$ cat config.mk
export PLATFORM = sky130hd
export DESIGN_NAME = io_strobe_capture
export DESIGN_NICKNAME = d
export VERILOG_FILES = /design/src/rtl/io_strobe_capture.sv
export SDC_FILE = /design/constraint.sdc
export NUM_CORES = 2
export LEC_CHECK = 0
export BUFFER_PORTS_ARGS = -buffer_cell sky130_fd_sc_hd__buf_2
export CAP_MARGIN = 20
export CORE_ASPECT_RATIO = 0.9
export CORE_MARGIN = 1.5
export CORE_UTILIZATION = 40
export DETAILED_ROUTE_END_ITERATION = 10
export PLACE_DENSITY = 0.67
export SYNTH_ARGS = -nofsm -noshare
export SYNTH_HDL_FRONTEND = slang
export SYNTH_SLANG_ARGS = --single-unit
$ cat constraint.sdc
create_clock -name clk -period 5.2 [get_ports clk]
set_input_delay 1.3 -clock clk [delete_from_list [all_inputs] [get_ports clk]]
set_output_delay 1.3 -clock clk [all_outputs]
set_load 0.05 [all_outputs]
$ cat src/rtl/io_strobe_capture.sv
module io_strobe_capture #(
  parameter int DATA_W = 8,
  parameter int PTR_W  = 8,
  parameter int ADDR_W = 20,
  parameter int SYNC_N = 2
) (
  input  logic              clk,
  input  logic              rst_n,
  input  logic              io_cs_n,
  input  logic [DATA_W-1:0] io_data,
  input  logic              pop_req,
  input  logic              base_we,
  input  logic [ADDR_W-1:0] base_in,
  output logic              ready,
  output logic              pop_done,
  output logic              pop_valid,
  output logic [DATA_W-1:0] pop_data,
  output logic              overflow,
  output logic              bus_req,
  input  logic              bus_gnt,
  output logic              cmd_valid,
  output logic              cmd_write,
  output logic [ADDR_W-1:0] cmd_addr,
  output logic [DATA_W-1:0] cmd_wdata,
  input  logic [DATA_W-1:0] cmd_rdata,
  input  logic              cmd_done
);
  localparam int DEPTH = 1 << PTR_W;
  localparam int FILL_W = PTR_W + 1;

  typedef enum logic [2:0] {S_IDLE, S_REQ, S_RD, S_WR, S_REL} state_t;

  state_t              state;
  logic                do_copy;
  logic [SYNC_N-1:0]   cs_sync;
  logic                cs_last;
  logic [DATA_W-1:0]   d_sync [SYNC_N];
  logic [DATA_W-1:0]   ring [DEPTH];
  logic [PTR_W-1:0]    wr_ptr, rd_ptr;
  logic [FILL_W-1:0]   fill;
  logic                pop_pend;
  logic [ADDR_W-1:0]   base_r;
  logic [DATA_W-1:0]   wval;

  wire cap_edge  = cs_last & ~cs_sync[SYNC_N-1];
  wire full      = fill == FILL_W'(DEPTH);
  wire pop_acc   = pop_req & ready;
  wire pop_take  = (pop_acc | pop_pend) & ~cap_edge;
  wire base_take = base_we & ready & ~pop_req;

  assign ready     = (state == S_IDLE) & ~pop_pend;
  assign bus_req   = (state == S_REQ) | (state == S_RD) | (state == S_WR);
  assign cmd_valid = (state == S_RD) | (state == S_WR);
  assign cmd_write = state == S_WR;
  assign cmd_addr  = (state == S_RD) ? base_r - ADDR_W'(2) : base_r - ADDR_W'(1);
  assign cmd_wdata = wval;

  always_ff @(posedge clk or negedge rst_n)
    if (!rst_n) begin
      cs_sync <= '1;
      cs_last <= 1'b1;
    end else begin
      cs_sync <= {cs_sync[SYNC_N-2:0], io_cs_n};
      cs_last <= cs_sync[SYNC_N-1];
    end

  always_ff @(posedge clk) begin
    d_sync[0] <= io_data;
    for (int i = 1; i < SYNC_N; i++) d_sync[i] <= d_sync[i-1];
    if (cap_edge) ring[wr_ptr] <= d_sync[SYNC_N-1];
  end

  always_ff @(posedge clk or negedge rst_n)
    if (!rst_n) begin
      wr_ptr    <= '0;
      rd_ptr    <= '0;
      fill      <= '0;
      overflow  <= 1'b0;
      pop_pend  <= 1'b0;
      pop_done  <= 1'b0;
      pop_valid <= 1'b0;
      pop_data  <= '0;
      base_r    <= '0;
      wval      <= '0;
      do_copy   <= 1'b0;
      state     <= S_IDLE;
    end else begin
      pop_done <= 1'b0;
      pop_pend <= (pop_acc | pop_pend) & cap_edge;
      if (cap_edge) begin
        wr_ptr <= wr_ptr + 1'b1;
        if (full) begin
          rd_ptr   <= rd_ptr + 1'b1;
          overflow <= 1'b1;
        end else begin
          fill <= fill + 1'b1;
        end
      end else if (pop_take) begin
        pop_done <= 1'b1;
        if (fill != '0) begin
          pop_valid <= 1'b1;
          pop_data  <= ring[rd_ptr];
          rd_ptr    <= rd_ptr + 1'b1;
          fill      <= fill - 1'b1;
          if (base_r != '0) begin
            wval    <= DATA_W'(rd_ptr + 1'b1);
            do_copy <= 1'b0;
            state   <= S_REQ;
          end
        end else begin
          pop_valid <= 1'b0;
          pop_data  <= '0;
        end
      end
      if (base_take) begin
        base_r <= base_in;
        if (base_in != '0) begin
          do_copy <= 1'b1;
          state   <= S_REQ;
        end
      end
      case (state)
        S_REQ: if (bus_gnt) state <= do_copy ? S_RD : S_WR;
        S_RD:  if (cmd_done) begin
                 wval  <= cmd_rdata;
                 state <= S_WR;
               end
        S_WR:  if (cmd_done) state <= S_REL;
        S_REL: if (!bus_gnt) state <= S_IDLE;
        default: ;
      endcase
    end
endmodule

-- Yosys cells after proc, flatten, opt, wreduce, memory -nomap -nowiden
Memory sizes are Yosys's and may differ from the RTL's.
Index checks and enable logic that the tools add are counted.
- add/sub/neg operators: 6
- eq/ne operators: 7
- mux-type cells: 39
- bitwise operators: 15
- reductions and logical operators: 10
- operators with widths (kind ; count):
    two-way mux 8 bit ; 11
    nonzero test 20 bit ; 2
    two-way mux 9 bit ; 4
    two-way mux 3 bit ; 10
    two-way mux 20 bit ; 1
    subtractor 20 x 1 -> 20 bit (second input constant) ; 1
    subtractor 20 x 2 -> 20 bit (second input constant) ; 1
    adder 8 x 1 -> 8 bit (second input constant) ; 2
    two-way mux 1 bit ; 12
    case mux 3 bit (4 select lines) ; 1
    adder 9 x 1 -> 9 bit (second input constant) ; 1
    == test 9 bit (second input constant) ; 1
    nonzero test 9 bit ; 1
    subtractor 9 x 1 -> 9 bit (second input constant) ; 1
    AND 1 bit ; 7
    == test 3 x 2 -> 1 bit (second input constant) ; 2
    AND reduction 3 bit ; 2
    NOT 1 bit ; 4
    bitwise OR 1 bit ; 4
    AND reduction 2 bit ; 2
    nonzero test 2 bit ; 2
    == test 3 x 1 -> 1 bit (second input constant) ; 1
    == test 3 bit (second input constant) ; 1
    logical NOT 3 bit ; 1
    2 further kinds ; 2
- bits in registers: 72
- RAM bits: 2064
- output and inout port bits: 43
- word-level logic and storage cells: 93
- memories kept: 2
- memory list (name ; depth ; bits a word ; rd ports ; clocked after memory_dff ; wr ports ; line ; text):
    ring ; 256 ; 8 ; 1 ; 0 ; 1 ; 38 ; logic [DATA_W-1:0] ring [DEPTH];
    d_sync ; 2 ; 8 ; 2 ; 0 ; 2 ; 37 ; logic [DATA_W-1:0] d_sync [SYNC_N];

-- Depth between registers and ports, before layout
- depth in word-level cells: 11
- mapped depth: 12
- depth with buffers taken out: 10

-- Worst setup path before layout
Ideal clock, no wire load.
- kind: register -> register
- start point: mem d_sync[1][0] (netlist: d_sync[0][8])
- end point: mem ring[0][0], data pin
- library setup time: 0.852 ns
- data arrival time: 3.382 ns
- required time: 4.348 ns
- setup slack: 0.966 ns
- stages on the path, launching flop included: 1
- path through: dfxtp_1
- RTL lines (item ; line):
    from (decl) ; 37
    to (decl) ; 38

-- Worst setup path in the final report
- start point: reg state[2]
- end point: out cmd_addr[15]
- longest elaborated chain between the ends: 2
- ends and longest elaborated chain (item ; line ; text):
    from (decl) ; 33 ; state_t state;
    from (signal assigned) ; 123 ; S_REQ: if (bus_gnt) state <= do_copy ? S_RD : S_WR;
    == test 3 x 2 -> 1 bit ; 55 ; assign cmd_addr = (state == S_RD) ? base_r - ADDR_W'(2) : base_r - ADDR_W'(1);
    two-way mux 20 bit ; 55 ;
    to (decl) ; 23 ; output logic [ADDR_W-1:0] cmd_addr,
Every way passes these cells.

==> impl_metrics.py <==
metrics = {
    "die": {
        "rows": 159,
        "ioPinCount": 86,
        "die-height_um": 438.1,
        "coreArea_sq_mm": 0.2089,
        "dieArea_sq_mm": 0.2131,
        "fp.dieW_um": 486.5,
        "start_util": 0.4028,
    },
    "finish": {
        "fill_cells": 17357,
        "drive_gt1_frac": 0.2136,
        "synthToLayoutAreaGrowth_pct": 11.87,
        "nets": 4460,
        "multiInputGateArea_sq_mm": 0.01892,
        "regArea_sq_mm": 0.06367,
        "finish.instance_area_sq_mm": 0.09413,
    },
    "setup_path": {
        "r2r_end": "pop_data[3]",
        "r2r_slack_ps": 820,
        "r2r-start": "rd_ptr[0]",
        "worst-endpoint-arrival_ps": 3480,
        "crit_family": "simple AND/OR/NAND/NOR gates",
        "worst_ep_required_time_ps": 3900,
        "slowest_delay_ps": 510,
        "cp_slowest_cell": "dfrtp_1",
        "critPathBufInv": 1,
        "path_cells": "nand2b_1 > nor2_1 > o21ai_0 > nor2_1 > nand2_1 > nor4_1 > xor2_1 > buf_2",
        "path_max_fanout": 13,
        "cpMostUsedCell": "nor2_1",
        "worstSetupPathType": "flop to output port",
        "critPathLaunchType": "flop",
        "end_kind": "output port",
        "r2r_cells": 10,
    },
    "power_and_ir_drop": {
        "leakage_nw": 29.78,
        "p_per_area_mw_per_mm2": 508.0,
        "peakVddDrop_mv": 0.5227,
    },
    "clocking": {
        "cts_setup_buffers": 0,
        "cts-htree-levels": 4,
        "clock_sinks": 2136,
        "root_buffer": "clkbuf_16",
        "ctsHoldBuffers": 0,
        "ctsResizeCount": 0,
        "clk_pin_slew_ps": 60,
        "ctsLongestPathBuffers": 3,
        "clk-insertion-delay-late_ps": 850,
        "cts_buffers": 200,
        "cts_tree": "yes",
    },
    "yosys": {
        "netlist_top_cells_area": "edfxtp_1 73%, mux4_2 11%, mux2i_1 3.0%, dfrtp_1 2.1%, nor2_1 1.4%",
        "syn_area_sq_mm": 0.08415,
        "synth_cell_types": 81,
        "synthTopCellsByCount": "2048 x edfxtp_1, 413 x mux4_2, 308 x nor2_1",
        "synth_area_leader_cell": "edfxtp_1",
        "synth_cells": 4249,
        "ys_warn_count": 0,
        "yosysMostFrequentCell": "edfxtp_1",
        "synth_edf_count": 2048,
        "async_flop_share": 0.03371,
        "syn_avg_cell_area_sq_um": 19.80,
        "synthFlopType": "edfxtp_1",
        "synth-seq-area-share": 0.7561,
        "yosys_register_bits": 2136,
        "synth.net_count": 4309,
        "netlist.area_leader.share": 0.7309,
    },
    "timing": {
        "setup_viol": 0,
        "setup_tns_ps": 0,
        "finalHoldViolCount": 0,
        "slew_headroom": 0.1887,
        "clock.fmax_mhz": 209.3,
        "fin_skew_ps": 44.86,
        "tightestPinTransition_ps": 1217,
        "fin_hold_ws_ps": 295.7,
        "fin_crit_ps": 4777,
        "final_max_slew_viol_count": 0,
        "finalCritPeriodShare": 0.9187,
        "rsz0062_at_grt": "false",
    },
    "routing": {
        "wl_per_cell_um": 29.86,
        "drc_errors": 0,
        "viasPerCell": 5.957,
        "drt_iter0_markers": 5803,
        "num_vias": 43537,
        "drtAntennaViolNets": 0,
        "postRouteWirelength_um": 218200,
        "first_pass_iters": 6,
    },
    "place": {
        "port-buffer-count": 85,
        "globalplace.congestion": 0.8995,
        "dpl.hpwl_um": 131800,
        "place_area_sq_mm": 0.08767,
    },
    "global_route": {
        "grt_first_pass_wirelength_um": 310300,
        "overflow": 0,
        "grt_max_degree": 245,
        "track_usage": 0.2017,
        "grt_pass1_vias": 42583,
        "antenna_found_initial": 5,
    },
    "worst_hold_path": {
        "hold_path.class": "input port to async pin",
    },
    "run_status": {
        "run_status": "finished, final reports clean",
    },
    "job": {
        "maxCapViolCount": 0,
    },
}
flip-flops by register name, indices dropped and copies added (netlist names):
| name | flops |
|---|---|
| cs_sync | 2 |
| d_sync | 16 |
| ring | 2048 |
| state | 3 |
| pop_data | 8 |
| pop_valid | 1 |
| wr_ptr | 8 |
| pop_pend | 1 |
| do_copy | 1 |
| base_r | 20 |
| cs_last | 1 |
| pop_done | 1 |
| overflow | 1 |
| fill | 9 |
| rd_ptr | 8 |
| cmd_wdata | 8 |
through the flow:
step                      utilization  total power, mW  std cells  setup WS, ps
after detailed placement       0.4197            33.72       6932         925.5
after floorplan                     -            29.47       4249         965.9
final                          0.4506            47.81       7309         422.8
after global placement         0.4196            33.65       6930         955.2
after CTS                      0.4503            47.88       7303         386.9
after global routing           0.4506            49.20       7306         147.3
kinds of logic after synthesis:
group                    count (synthesis)  share of synthesized area
AND/OR/NAND/NOR                        613                    0.03178
AO/OA/AOI/OAI                          440                    0.03645
adder cells (fa/ha/maj)                 17                   0.002617
XOR/XNOR                                48                   0.004996
flip-flops                            2136                     0.7561
multiplexers                           723                     0.1482
buffers and inverters                  272                    0.01979
layout by cell type, fill, tap and decap left out, types with 44 or more instances in the layout:
| master | netlist | routed |
|---|---|---|
| mux2i_1 | 254 | 254 |
| nand2_1 | 135 | 134 |
| mux2_2 | 44 | 44 |
| nand3_1 | 49 | 49 |
| clkinv_1 | 2 | 56 |
| edfxtp_1 | 2048 | 2048 |
| nor2_1 | 308 | 307 |
| buf_4 | 18 | 90 |
| buf_2 | 47 | 84 |
| a22oi_1 | 63 | 63 |
| mux4_2 | 413 | 413 |
| a21oi_1 | 108 | 108 |
| clkbuf_16 | 0 | 202 |
| dfrtp_1 | 69 | 64 |
| clkbuf_1 | 116 | 47 |
worst max path at each step:
stage,slack (ps),cells after the start,startpoint,to
3_3_place_gp,960,10,rd_ptr[0],pop_data[4]
2_1_floorplan,970,0,d_sync[0][8],ring[0][0]
4_1_cts,390,8,state[2],cmd_addr[15]
5_1_grt,150,8,state[2],cmd_addr[17]
6_report,420,8,state[2],cmd_addr[15]
3_5_place_dp,930,10,rd_ptr[0],pop_data[4]
worst reg2reg max path, stage by stage, from the launching register on:
cell and delay [ps]:
dfrtp_4 1010, buf_12 400, buf_12 300, buf_4 380, mux4_2 580, nor2_1 150, a21oi_1 90, a211oi_1 510
nand3_1 220, a32oi_1 430, o41ai_1 170
report_power, final:
part	total (mW)	leakage [nW]	internal, mW	switching [mW]
clock network	14.3	3.07	7.87	6.46
registers	19.8	19.4	19.2	0.688
logic	13.7	7.29	5.38	8.27
metal layers:
layer | vias up | wire [um] | track usage
met3 | 422 | 23870 | 0.05754
met5 | - | 7 | 0
met2 | 2531 | 96910 | 0.2973
li1 | 17727 | - | -
met1 | 22855 | 89180 | 0.2868
met4 | 2 | 8285 | 0.07094
cell type report:
| cell class | count | area share |
|---|---|---|
| Timing Repair Buffer | 202 | 0.01752 |
| Multi-Input combinational cell | 1841 | 0.2010 |
| Inverter | 19 | 0.0008108 |
| Clock inverter | 116 | 0.01139 |
| Tap cell | 2737 | 0.03638 |
| Clock buffer | 255 | 0.05645 |
| Antenna cell | 3 | 0.00007975 |
| Sequential cell | 2136 | 0.6764 |
No activity file was read; power rests on OpenSTA's default activity.
